File: config.mk
export PLATFORM = sky130hd
export DESIGN_NAME = tx_launch_sched
export DESIGN_NICKNAME = d
export VERILOG_FILES = /design/src/rtl/txs_pkg.sv /design/src/rtl/txs_time_base.sv /design/src/rtl/txs_cfg_regs.sv /design/src/rtl/txs_launch_fsm.sv /design/src/rtl/txs_sample_path.sv /design/src/rtl/tx_launch_sched.sv
export SDC_FILE = /design/constraint.sdc
export NUM_CORES = 1
export LEC_CHECK = 0
export BUFFER_PORTS_ARGS = -buffer_cell sky130_fd_sc_hd__clkbuf_2
export CAP_MARGIN = 20
export CORE_MARGIN = 1
export CORE_UTILIZATION = 25
export CTS_CLUSTER_DIAMETER = 150
export DETAILED_ROUTE_END_ITERATION = 10
export GPL_ROUTABILITY_DRIVEN = 0
export PLACE_DENSITY = 0.49
export RECOVER_POWER = 100
export SYNTH_ARGS = -nofsm -noshare
export SYNTH_HDL_FRONTEND = slang
export SYNTH_SLANG_ARGS = --single-unit
File: constraint.sdc
create_clock -name clk -period 3.4 [get_ports clk]
set_input_delay 0.17 -clock clk [delete_from_list [all_inputs] [get_ports clk]]
set_output_delay 0.17 -clock clk [all_outputs]
set_load 0.02 [all_outputs]
File: src/rtl/txs_pkg.sv
package txs_pkg;

  typedef enum logic [2:0] {
    ST_IDLE,
    ST_WAIT_TIME,
    ST_WAIT_CHAN,
    ST_SEND,
    ST_DROP
  } txs_state_e;

endpackage

File: src/rtl/txs_time_base.sv
module txs_time_base #(
  parameter int TS_W = 32
) (
  input  logic            clk,
  input  logic            rst,
  output logic [TS_W-1:0] now
);

  logic [TS_W-1:0] now_q;

  always_ff @(posedge clk) begin
    if (rst) now_q <= '0;
    else     now_q <= now_q + TS_W'(1);
  end

  assign now = now_q;


  time_step_chk: assert property (@(posedge clk) disable iff (rst)
    !$past(rst) |-> now_q == $past(now_q) + TS_W'(1));

endmodule

File: src/rtl/txs_cfg_regs.sv
module txs_cfg_regs #(
  parameter int              AW        = 4,
  parameter int              DW        = 12,
  parameter logic [AW-1:0]   THR_ADDR  = '0,
  parameter logic [DW-1:0]   THR_INIT  = '0
) (
  input  logic          clk,
  input  logic          rst,
  input  logic          we,
  input  logic [AW-1:0] addr,
  input  logic [DW-1:0] wdata,
  output logic [DW-1:0] thr
);

  logic [DW-1:0] thr_q;
  logic          hit;

  assign hit = we && (addr == THR_ADDR);

  always_ff @(posedge clk) begin
    if (rst)      thr_q <= THR_INIT;
    else if (hit) thr_q <= wdata;
  end

  assign thr = thr_q;


  thr_hold_chk: assert property (@(posedge clk) disable iff (rst)
    !(we && addr == THR_ADDR) |=> $stable(thr_q));

endmodule

File: src/rtl/txs_launch_fsm.sv
module txs_launch_fsm
  import txs_pkg::*;
#(
  parameter int TS_W   = 32,
  parameter int DL_W   = 16,
  parameter int LEN_W  = 12,
  parameter int RSSI_W = 12
) (
  input  logic              clk,
  input  logic              rst,
  input  logic              hdr_valid,
  output logic              hdr_ready,
  input  logic [TS_W-1:0]   hdr_launch_at,
  input  logic              hdr_chan_check,
  input  logic [DL_W-1:0]   hdr_deadline,
  input  logic [LEN_W-1:0]  hdr_count,
  input  logic [TS_W-1:0]   now,
  input  logic [RSSI_W-1:0] rssi,
  input  logic [RSSI_W-1:0] thr,
  input  logic              pkt_done,
  output txs_state_e        state,
  output logic [LEN_W-1:0]  pkt_len,
  output logic              evt_sent,
  output logic              evt_expired,
  output logic              evt_late
);

  localparam logic [TS_W-1:0] TS_ASAP = '1;

  txs_state_e       state_q, state_d;
  logic [TS_W-1:0]  ts_q;
  logic             cs_q;
  logic [DL_W-1:0]  dl_q;
  logic [LEN_W-1:0] len_q;
  logic [DL_W-1:0]  wcnt_q;

  logic [TS_W-1:0]  now_next;
  logic             time_hit, time_late, chan_clear, dl_hit;
  logic             sent_ev, exp_ev, late_ev;
  logic             sent_q, exp_q, late_q;

  assign now_next   = now + TS_W'(1);
  assign time_hit   = (ts_q == TS_ASAP) || (now_next == ts_q);
  assign time_late  = (ts_q != TS_ASAP) && (now_next > ts_q);
  assign chan_clear = rssi < thr;
  assign dl_hit     = (dl_q != '0) && (wcnt_q == dl_q - DL_W'(1));

  always_comb begin
    state_d = state_q;
    sent_ev = 1'b0;
    exp_ev  = 1'b0;
    late_ev = 1'b0;
    unique case (state_q)
      ST_IDLE: begin
        if (hdr_valid) state_d = ST_WAIT_TIME;
      end
      ST_WAIT_TIME: begin
        if (time_hit) begin
          state_d = cs_q ? ST_WAIT_CHAN : ST_SEND;
        end else if (time_late) begin
          state_d = ST_DROP;
          late_ev = 1'b1;
        end
      end
      ST_WAIT_CHAN: begin
        if (chan_clear) begin
          state_d = ST_SEND;
        end else if (dl_hit) begin
          state_d = ST_DROP;
          exp_ev  = 1'b1;
        end
      end
      ST_SEND: begin
        if (pkt_done) begin
          state_d = ST_IDLE;
          sent_ev = 1'b1;
        end
      end
      ST_DROP: begin
        if (pkt_done) state_d = ST_IDLE;
      end
      default: state_d = ST_IDLE;
    endcase
  end

  always_ff @(posedge clk) begin
    if (rst) begin
      state_q <= ST_IDLE;
      ts_q    <= '0;
      cs_q    <= 1'b0;
      dl_q    <= '0;
      len_q   <= '0;
      wcnt_q  <= '0;
      sent_q  <= 1'b0;
      exp_q   <= 1'b0;
      late_q  <= 1'b0;
    end else begin
      state_q <= state_d;
      sent_q  <= sent_ev;
      exp_q   <= exp_ev;
      late_q  <= late_ev;
      if (state_q == ST_IDLE && hdr_valid) begin
        ts_q  <= hdr_launch_at;
        cs_q  <= hdr_chan_check;
        dl_q  <= hdr_deadline;
        len_q <= hdr_count;
      end
      if (state_q == ST_WAIT_CHAN) wcnt_q <= wcnt_q + DL_W'(1);
      else                         wcnt_q <= '0;
    end
  end

  assign hdr_ready   = (state_q == ST_IDLE);
  assign state       = state_q;
  assign pkt_len     = len_q;
  assign evt_sent    = sent_q;
  assign evt_expired = exp_q;
  assign evt_late    = late_q;


  evt_onehot_chk: assert property (@(posedge clk) disable iff (rst)
    $onehot0({sent_q, exp_q, late_q}));


  wait_bound_chk: assert property (@(posedge clk) disable iff (rst)
    (state_q == ST_WAIT_CHAN && dl_q != '0) |-> wcnt_q < dl_q);


  launch_time_chk: assert property (@(posedge clk) disable iff (rst)
    (state_q == ST_SEND && $past(state_q) == ST_WAIT_TIME && ts_q != TS_ASAP)
      |-> now == ts_q);


  chan_go_chk: assert property (@(posedge clk) disable iff (rst)
    (state_q == ST_WAIT_CHAN && rssi < thr) |=> state_q == ST_SEND);


  send_hold_chk: assert property (@(posedge clk) disable iff (rst)
    (state_q == ST_SEND && !pkt_done) |=> state_q == ST_SEND);

endmodule

File: src/rtl/txs_sample_path.sv
module txs_sample_path
  import txs_pkg::*;
#(
  parameter int SAMP_W = 32,
  parameter int LEN_W  = 12
) (
  input  logic              clk,
  input  logic              rst,
  input  txs_state_e        state,
  input  logic [LEN_W-1:0]  pkt_len,
  input  logic              in_valid,
  output logic              in_ready,
  input  logic [SAMP_W-1:0] in_data,
  output logic              out_valid,
  input  logic              out_ready,
  output logic [SAMP_W-1:0] out_data,
  output logic              out_last,
  output logic              pkt_done
);

  logic [LEN_W-1:0] cnt_q;
  logic             sending, dropping, active, xfer, at_last;

  assign sending  = (state == ST_SEND);
  assign dropping = (state == ST_DROP);
  assign active   = sending || dropping;
  assign at_last  = (cnt_q == pkt_len - LEN_W'(1));

  assign in_ready  = sending ? out_ready : dropping;
  assign out_valid = sending && in_valid;
  assign out_data  = in_data;
  assign out_last  = sending && at_last;
  assign xfer      = in_valid && in_ready;
  assign pkt_done  = active && xfer && at_last;

  always_ff @(posedge clk) begin
    if (rst)          cnt_q <= '0;
    else if (!active) cnt_q <= '0;
    else if (pkt_done) cnt_q <= '0;
    else if (xfer)    cnt_q <= cnt_q + LEN_W'(1);
  end


  cnt_bound_chk: assert property (@(posedge clk) disable iff (rst)
    active |-> cnt_q < pkt_len);


  stall_chk: assert property (@(posedge clk) disable iff (rst)
    (sending && !out_ready) |=> cnt_q == $past(cnt_q));

endmodule

File: src/rtl/tx_launch_sched.sv
module tx_launch_sched
  import txs_pkg::*;
#(
  parameter int TS_W   = 32,
  parameter int DL_W   = 16,
  parameter int LEN_W  = 12,
  parameter int RSSI_W = 12,
  parameter int SAMP_W = 32,
  parameter int CFG_AW = 4
) (
  input  logic              clk,
  input  logic              rst,
  input  logic              hdr_valid,
  output logic              hdr_ready,
  input  logic [TS_W-1:0]   hdr_launch_at,
  input  logic              hdr_chan_check,
  input  logic [DL_W-1:0]   hdr_deadline,
  input  logic [LEN_W-1:0]  hdr_count,
  input  logic              smp_in_valid,
  output logic              smp_in_ready,
  input  logic [SAMP_W-1:0] smp_in_data,
  output logic              smp_out_valid,
  input  logic              smp_out_ready,
  output logic [SAMP_W-1:0] smp_out_data,
  output logic              smp_out_last,
  input  logic [RSSI_W-1:0] rssi,
  input  logic              cfg_we,
  input  logic [CFG_AW-1:0] cfg_addr,
  input  logic [RSSI_W-1:0] cfg_wdata,
  output logic [TS_W-1:0]   time_now,
  output logic              evt_sent,
  output logic              evt_expired,
  output logic              evt_late
);

  logic [TS_W-1:0]   now;
  logic [RSSI_W-1:0] thr;
  txs_state_e        state;
  logic [LEN_W-1:0]  pkt_len;
  logic              pkt_done;

  txs_time_base #(.TS_W(TS_W)) u_time (
    .clk (clk),
    .rst (rst),
    .now (now)
  );

  txs_cfg_regs #(.AW(CFG_AW), .DW(RSSI_W)) u_cfg (
    .clk   (clk),
    .rst   (rst),
    .we    (cfg_we),
    .addr  (cfg_addr),
    .wdata (cfg_wdata),
    .thr   (thr)
  );

  txs_launch_fsm #(
    .TS_W(TS_W), .DL_W(DL_W), .LEN_W(LEN_W), .RSSI_W(RSSI_W)
  ) u_fsm (
    .clk            (clk),
    .rst            (rst),
    .hdr_valid      (hdr_valid),
    .hdr_ready      (hdr_ready),
    .hdr_launch_at  (hdr_launch_at),
    .hdr_chan_check (hdr_chan_check),
    .hdr_deadline   (hdr_deadline),
    .hdr_count      (hdr_count),
    .now            (now),
    .rssi           (rssi),
    .thr            (thr),
    .pkt_done       (pkt_done),
    .state          (state),
    .pkt_len        (pkt_len),
    .evt_sent       (evt_sent),
    .evt_expired    (evt_expired),
    .evt_late       (evt_late)
  );

  txs_sample_path #(.SAMP_W(SAMP_W), .LEN_W(LEN_W)) u_path (
    .clk       (clk),
    .rst       (rst),
    .state     (state),
    .pkt_len   (pkt_len),
    .in_valid  (smp_in_valid),
    .in_ready  (smp_in_ready),
    .in_data   (smp_in_data),
    .out_valid (smp_out_valid),
    .out_ready (smp_out_ready),
    .out_data  (smp_out_data),
    .out_last  (smp_out_last),
    .pkt_done  (pkt_done)
  );

  assign time_now = now;


  sent_follow_chk: assert property (@(posedge clk) disable iff (rst)
    (smp_out_valid && smp_out_ready && smp_out_last) |=> evt_sent);


  drop_quiet_chk: assert property (@(posedge clk) disable iff (rst)
    (state == ST_DROP) |-> !smp_out_valid);

endmodule

==> flow_summary.ini, run 1 <==
[critical_path]
cp-end-kind = flip-flop
crit_type = flip-flop to flip-flop
worst-path-buf-inv = 2
worst_path_max_delay_cell = or4_1
crit_path_cell_trace = and4_1 -> nor3b_4 -> nor2b_4 -> and4_4 -> and2_4 -> buf_6 -> nand4_1 -> xnor2_2 -> ha_1 -> nand4_1 -> buf_4 -> o41ai_2 -> a21o_1 -> or4_1 -> o211a_1 -> o21a_1
cpPeakStageDelay_ns = 0.47
start_kind = flip-flop
cp_data_arrival_time_ns = 3.90
required_ns = 3.73
critPathTopFamily = simple AND/OR/NAND/NOR gates
crit_top_cell = nand4_1
critPathMaxFanout = 4

[sta]
tightest_slew_ns = 1.02
maxSlewViolCount = 0
post-route-period-util = 1.05
hold_viol_final = 0
rsz0062_at_grt = yes
fin_skew_ns = 0.0128
fin_setup_tns_ns = -0.400
fin_crit_ns = 3.57
relSlewSlack = 0.317
max_freq_mhz = 280
setup_ws_ns = -0.167
finalSetupViolCount = 3

[logic_synthesis]
yosysUniqueCellTypes = 61
yosysMostFrequentCell = nand2_1
synthTopCellsByArea = dfxtp_1 36%, nand2_1 7.8%, ha_1 7.7%, xnor2_1 5.4%, a21oi_1 5.1%
ys_async_sr_fraction = 0
synth_common_cells = 161 x nand2_1, 139 x dfxtp_1, 79 x a21oi_1
synth_edf_count = 0
synth_area_per_cell_um2 = 8.03
synth_seq_cells = 139
ys_warn_count = 0
synth_top_cell_area_share = 0.359
ys.flop_type = dfxtp_1
syn_inst = 966
yosysSeqAreaShare = 0.359
yosysTopAreaCell = dfxtp_1
netlist_area_um2 = 7760
syn-num-nets = 1141

[clock_network]
cts_tree = built
clock_sinks = 139
clk_latency_ns = 0.44
cts.clk_slew.worst_paths_ns = 0.07
cts_inserted_buffers = 17
root_buffer = clkbuf_16
clockBufferDepth = 2
cts.htree.levels = 4

[routing]
postRouteAntennaNets = 0
avgRoutedWirePerCell_um = 13.9
dr.pass1.iters = 5
routed_wl_um = 22000
drcViolationCount = 0
viasPerCell = 4.45
drt-initial-drc-count = 300
routed-via-count = 7041

[global_route]
grt_pass1_vias = 6884
antenna_found_initial = 0
grt_max_degree = 57
grt_pass1_wl_um = 35400
grt_overflow = 0
grt_usage = 0.143

[floorplanning]
dieArea_um2 = 31700
die_h_um = 178
dieWidth_um = 178
start_util = 0.254
rows = 64
core-area_um2 = 30600
ioPinCount = 198

[layout]
utilization = 0.338
area_growth_pct = 33.2
final_nets = 1348
drive_gt1_frac = 0.196
diodes = 0

[place]
post-place-ws_ns = -0.216
hpwl_um = 16300
port_buffers = 133

[pwr]
power_leakage_nw = 4.28
powerDensity_nw_per_um2 = 498
vdd_drop_max_mv = 0.378

[status]
violations = negative setup slack
run_status = complete, but fails checks

[run]
cap_violations = 0

[hold_path]
min_path_type = input port to flip-flop
-- layer usage --
layer / GRT usage / vias up / wire (µm)
met5: 0 / - / 0
met2: 0.235 / 147 / 10100
met3: 0.0356 / 17 / 1030
met4: 0.0456 / 0 / 268
met1: 0.183 / 3223 / 10600
li1: - / 3654 / -
-- cell type report --
type                            instances  area, µm²
Fill cell                            3234      20300
Clock buffer                           18        429
Tap cell                              396        495
Sequential cell                       139       2800
Clock inverter                         14        138
Multi-Input combinational cell        700       4500
Timing Repair Buffer                  259       1760
Inverter                               56        210
-- what timing repair did --
item                                    4_1_cts  5_1_grt
endpoints found under the setup margin        3        4
resized for setup                             8       12
pin swaps                                    12       11
setup buffers                                 8        2
endpoints found under the hold margin        72        0
hold buffers                                 72        0
-- flip-flops by register name, indices dropped and copies added, names as in the netlist --
register / flops
u_fsm.ts_q: 32
u_time.now: 32
u_fsm.dl_q: 16
u_fsm.wcnt_q: 16
u_cfg.thr: 12
u_fsm.pkt_len: 12
u_path.cnt_q: 12
u_fsm.state: 3
u_fsm.cs_q: 1
u_fsm.evt_expired: 1
u_fsm.evt_late: 1
u_fsm.evt_sent: 1
-- stage by stage --
stage | instances | instance area (µm²) | hold slack (ns) | power [W]
5_1_grt | 1582 | 10300 | 0.0283 | 0.00546
3_5_place_dp | 1468 | 8910 | 0.340 | 0.00328
3_3_place_gp | 1468 | 8910 | 0.340 | 0.00326
2_1_floorplan | 966 | 7810 | 0.306 | 0.00291
6_report | 1582 | 10300 | 0.0322 | 0.00515
4_1_cts | 1580 | 10300 | 0.00522 | 0.00520
-- worst reg2reg max path, stage by stage (launching register included) --
cell and delay [ns]:
dfxtp_4 0.34, and4_1 0.20, nor3b_4 0.19, nor2b_4 0.18
and4_4 0.24, and2_4 0.19, buf_6 0.11, nand4_1 0.13
xnor2_2 0.18, ha_1 0.30, nand4_1 0.19, buf_4 0.16
o41ai_2 0.06, a21o_1 0.17, or4_1 0.47, o211a_1 0.18
o21a_1 0.17
-- kinds of logic (layout without fill, tap and decap cells) --
group / after synthesis / count (layout) / synth area share
buffers and inverters: 127 / 347 / 0.0772
AO/OA/AOI/OAI: 142 / 142 / 0.113
adder cells (fa/ha/maj): 48 / 48 / 0.0774
AND/OR/NAND/NOR: 412 / 412 / 0.259
XOR/XNOR: 83 / 83 / 0.0955
flip-flops: 139 / 139 / 0.359
multiplexers: 15 / 15 / 0.0193
-- layout by cell type, fill, tap and decap left out, types with 29 or more instances in the layout --
| cell | count |
|---|---|
| nand2_1 | 159 |
| dfxtp_1 | 133 |
| clkbuf_2 | 112 |
| a21oi_1 | 78 |
| dlygate4sd3_1 | 72 |
| nor2_1 | 70 |
| inv_1 | 56 |
| buf_4 | 50 |
| ha_1 | 48 |
| xnor2_1 | 45 |
| and2_1 | 34 |
| xor2_1 | 32 |
| nand3_1 | 29 |
-- worst paths after layout --
path,from,to,slack [ns],cells past startpoint
min reg2reg,u_fsm.ts_q[1],u_fsm.ts_q[1],0.47,2
min,hdr_launch_at[15],u_fsm.ts_q[15],0.03,3
max reg2reg,u_time.now[3],u_fsm.state[2],-0.17,16
max,u_time.now[3],u_fsm.state[2],-0.17,16
-- where the power goes --
group | internal [W] | leakage, nW | switching (W)
clock network | 0.00102 | 0.272 | 0.000801
registers | 0.00176 | 1.13 | 0.000167
logic | 0.000604 | 2.88 | 0.000791
total | 0.00339 | 4.28 | 0.00176
Power figures use the tool's default switching activity.
==> run 2, diff against run 1 <==
--- a/config.mk
+++ b/config.mk
@@ -9,6 +9,7 @@
 export CAP_MARGIN = 20
 export CORE_MARGIN = 1
 export CORE_UTILIZATION = 25
+export CTS_BUF_LIST = sky130_fd_sc_hd__clkbuf_16
 export CTS_CLUSTER_DIAMETER = 150
 export DETAILED_ROUTE_END_ITERATION = 10
 export GPL_ROUTABILITY_DRIVEN = 0
==> flow_summary.ini, run 2 (synthesized netlist as in run 1, its figures left out) <==
[floorplanning]
die_h_um = 178
dieArea_um2 = 31700
core-area_um2 = 30600
ioPinCount = 198
dieWidth_um = 178
rows = 64
start_util = 0.254

[critical_path]
setup.worst_path.start = u_time.now[3]
cp_data_arrival_time_ns = 3.89
critPathMaxFanout = 4
required_ns = 3.73
rr_startpoint = u_time.now[3]
crit_type = flip-flop to flip-flop
start_kind = flip-flop
cp-end-kind = flip-flop

[clock_network]
cts_tree = built
cts.clk_slew.worst_paths_ns = 0.07
cts_inserted_buffers = 17
clock_sinks = 139
root_buffer = clkbuf_16
clockBufferDepth = 2
clk_latency_ns = 0.44
cts.htree.levels = 4

[sta]
post-route-period-util = 1.05
tightest_slew_ns = 1.03
rsz0062_at_grt = yes
hold_viol_final = 0
maxSlewViolCount = 0
finalSetupViolCount = 3
relSlewSlack = 0.315
setup_ws_ns = -0.163
max_freq_mhz = 281
fin_setup_tns_ns = -0.387
fin_skew_ns = 0.0168
fin_crit_ns = 3.56

[routing]
viasPerCell = 4.44
postRouteAntennaNets = 0
routed-via-count = 7031
routed_wl_um = 22000
dr.pass1.iters = 4
avgRoutedWirePerCell_um = 13.9
drt-initial-drc-count = 310
drcViolationCount = 0

[place]
hpwl_um = 16300
port_buffers = 133
dp.cells = 1468

[global_route]
grt_usage = 0.143
grt_pass1_wl_um = 35400
antenna_found_initial = 0
grt_max_degree = 57
grt_overflow = 0
grt_pass1_vias = 6884

[layout]
multi_input_area_um2 = 4500
nFillCells = 3234
final_common_cell = nand2_1
diodes = 0
drive_gt1_frac = 0.196
fin_cells = 1582
seq_area_um2 = 2800
area_growth_pct = 33.2
final_nets = 1348
layout_common_cells = 159 x nand2_1, 133 x dfxtp_1, 112 x clkbuf_2, 78 x a21oi_1, 72 x dlygate4sd3_1

[hold_path]
min_path_type = input port to flip-flop
hp-start = hdr_launch_at[15]

[pwr]
powerDensity_nw_per_um2 = 497
vdd_drop_max_mv = 0.374
power_leakage_nw = 4.29

[status]
run_status = complete, but fails checks
violations = negative setup slack

[run]
cap_violations = 0
[run 2: layer usage]
layer / track usage / routed length (µm) / vias to the layer above
met5: 0 / 0 / -
met3: 0.0356 / 1190 / 15
li1: - / - / 3656
met2: 0.235 / 10100 / 156
met4: 0.0456 / 209 / 0
met1: 0.183 / 10500 / 3204
[run 2: what timing repair did]
item | in CTS | in global routing
cloned | 0 | 0
resized for setup | 8 | 12
endpoints found under the hold margin | 72 | 0
hold buffers | 72 | 0
setup endpoints to repair | 3 | 4
setup buffers | 8 | 2
pin swaps | 12 | 11
[run 2: worst paths after layout]
path / cells after the start / endpoint / slack (ns)
min: 3 / u_fsm.ts_q[15] / 0.04
min reg2reg: 2 / u_fsm.ts_q[1] / 0.47
max reg2reg: 16 / u_fsm.state[2] / -0.16
max: 16 / u_fsm.state[2] / -0.16
[run 2: cell type report]
type	count	area share
Tap cell	396	0.0480
Clock inverter	15	0.0137
Inverter	56	0.0203
Timing Repair Buffer	259	0.170
Multi-Input combinational cell	700	0.436
Clock buffer	17	0.0412
Sequential cell	139	0.271
[run 2: stage by stage]
| step | utilization | cell area [µm²] | total power (W) | setup WS (ns) | hold WS, ns |
|---|---|---|---|---|---|
| 6_report | 0.338 | 10300 | 0.00514 | -0.163 | 0.0381 |
| 5_1_grt | 0.338 | 10300 | 0.00545 | -0.330 | 0.0283 |
| 4_1_cts | 0.336 | 10300 | 0.00520 | -0.0857 | 0.00522 |
| 3_5_place_dp | 0.291 | 8910 | 0.00328 | -0.216 | 0.340 |
| 3_3_place_gp | 0.291 | 8910 | 0.00326 | -0.174 | 0.340 |
| 2_1_floorplan | - | 7810 | 0.00291 | -0.133 | 0.306 |
[run 2: worst max-delay path, cell delays in order (launching register included)]
cell and delay, ns:
dfxtp_4 0.34, and4_1 0.20, nor3b_4 0.19, nor2b_4 0.18, and4_4 0.24, and2_4 0.19, buf_6 0.10, nand4_1 0.13
xnor2_2 0.18, ha_1 0.30, nand4_1 0.19, buf_4 0.16, o41ai_2 0.06, a21o_1 0.17, or4_1 0.47, o211a_1 0.18
o21a_1 0.17
[run 2: report_power, final]
part | leakage, nW | internal (W) | switching [W]
combinational | 2.88 | 0.000604 | 0.000791
clock | 0.276 | 0.00102 | 0.000795
sequential | 1.13 | 0.00176 | 0.000167
==> run 3, diff against run 2 <==
--- a/config.mk
+++ b/config.mk
@@ -7,7 +7,7 @@
 export LEC_CHECK = 0
 export BUFFER_PORTS_ARGS = -buffer_cell sky130_fd_sc_hd__clkbuf_2
 export CAP_MARGIN = 20
-export CORE_MARGIN = 1
+export CORE_MARGIN = 2
 export CORE_UTILIZATION = 25
 export CTS_BUF_LIST = sky130_fd_sc_hd__clkbuf_16
 export CTS_CLUSTER_DIAMETER = 150
==> flow_summary.ini, run 3 (synthesized netlist as in run 1, its figures left out) <==
[sta]
setup_ws_ns = -0.174
post-route-period-util = 1.05
fin_skew_ns = 0.0130
fin_crit_ns = 3.57
tightest_slew_ns = 1.68
maxSlewViolCount = 32
relSlewSlack = -0.121
hold_viol_final = 0
max_freq_mhz = 280
fin_setup_tns_ns = -0.451
rsz0062_at_grt = yes
finalSetupViolCount = 3

[layout]
diodes = 0
area_growth_pct = 32.6
layout_common_cells = 160 x nand2_1, 132 x dfxtp_1, 100 x clkbuf_2, 78 x a21oi_1, 73 x dlygate4sd3_1
final_nets = 1346
drive_gt1_frac = 0.177
fin_cells = 1580
final_common_cell = nand2_1

[floorplanning]
die_h_um = 180
start_util = 0.254
ioPinCount = 198
dieArea_um2 = 32500
dieWidth_um = 180
rows = 64
core-area_um2 = 30600

[clock_network]
clock_sinks = 139
root_buffer = clkbuf_16
cts.clk_slew.worst_paths_ns = 0.07
cts.htree.levels = 4
clockBufferDepth = 2
cts_inserted_buffers = 17
cts_tree = built
clk_latency_ns = 0.44

[critical_path]
ff2ff_path_depth = 16
cp-end-kind = flip-flop
crit_type = flip-flop to flip-flop
setup.worst_path.start = u_time.now[4]
required_ns = 3.73
rrSetupSlack_ns = -0.17
cp_data_arrival_time_ns = 3.90
critPathMaxFanout = 4
rr_startpoint = u_time.now[4]
start_kind = flip-flop

[pwr]
power_frac_seq = 0.370
p_clk_frac = 0.364
powerDensity_nw_per_um2 = 507
comb_power_share = 0.266
p_switching_w = 0.00176
p_sw_frac = 0.339
vdd_drop_max_mv = 0.392
power.internal_w = 0.00345
power_leakage_nw = 4.21

[routing]
drt-initial-drc-count = 235
postRouteAntennaNets = 0
viasPerCell = 4.45
drcViolationCount = 0
dr.pass1.iters = 4
avgRoutedWirePerCell_um = 13.7
routed_wl_um = 21700
routed-via-count = 7036

[status]
run_status = complete, but fails checks
violations = max-capacitance violations, max-slew violations, negative setup slack

[hold_path]
min_path_cells = 4
min_path_type = input port to flip-flop
hp-start = smp_in_valid

[global_route]
grt_max_degree = 51
antenna_found_initial = 0
grt_pass1_wl_um = 35400
grt_overflow = 0
grt_pass1_vias = 6960
grt_usage = 0.135

[place]
dp.cells = 1467
hpwl_um = 16200
port_buffers = 133

[run]
cap_violations = 1
-- run 3: changes by cell type in the layout (fill, tap and decap cells not counted), sizes merged --
cell,delta
clkinv,-6
buf,-5
clkinvlp,+4
bufinv,+1
dlygate4sd3,+1
inv,+1
clkbuf,+2
-- run 3: power groups by stage --
stage | clock (W) | sequential [W] | combinational [W]
after detailed placement | 0 | 0.00196 | 0.00131
after global routing | 0.00204 | 0.00195 | 0.00157
after global placement | 0 | 0.00196 | 0.00130
final | 0.00190 | 0.00193 | 0.00139
after floorplan | 0 | 0.00190 | 0.00101
after CTS | 0.00196 | 0.00193 | 0.00141
-- run 3: per-stage QoR --
step                      total power [W]   util  setup slack [ns]  hold WS (ns)  area (µm²)
after floorplan                   0.00291      -            -0.133         0.306        7810
after global placement            0.00326  0.291            -0.279         0.340        8900
after detailed placement          0.00328  0.291            -0.306         0.340        8900
after CTS                         0.00530  0.336            -0.165        0.0684       10300
after global routing              0.00556  0.336            -0.348        0.0961       10300
final                             0.00521  0.336            -0.174        0.0823       10300
-- run 3: layout make-up --
type                    instances  area, µm²
repair buffers                257       1720
inverters                      56        210
flip-flops and latches        139       2800
clock inverters                15        161
clock buffers                  17        425
fillers                      3202      20300
well taps                     396        495
multi-input cells             700       4470
-- run 3: what timing repair did --
item | 4_1_cts | 5_1_grt
hold endpoints to repair | 73 | 0
setup buffers | 4 | 4
endpoints found under the setup margin | 4 | 4
pin swaps | 9 | 7
gates resized for setup | 7 | 6
hold buffers | 73 | 0
-- run 3: critical path: stages (launching register included) --
cell      delay, ns
dfxtp_4        0.34
and4_1         0.20
nor3b_4        0.20
nor2b_4        0.18
and4_4         0.23
and2_4         0.16
buf_4          0.11
nand3_2        0.07
xnor2_1        0.23
ha_1           0.28
a21o_1         0.18
a21o_1         0.18
a211oi_2       0.17
nor2_1         0.09
or4_4          0.51
o211a_1        0.17
o21a_1         0.17
-- run 3: worst paths after layout --
check                     to
max reg2reg   u_fsm.state[2]
min          u_path.cnt_q[1]
min reg2reg       u_fsm.cs_q
max           u_fsm.state[2]
-- run 3: routing by layer --
| metal | share of wire | GRT usage | vias up |
|---|---|---|---|
| met1 | 0.48 | 0.176 | 3212 |
| met2 | 0.45 | 0.217 | 151 |
| met5 | 0 | 0 | - |
| met3 | 0.058 | 0.0370 | 14 |
| li1 | - | - | 3659 |
| met4 | 0.011 | 0.0419 | 0 |
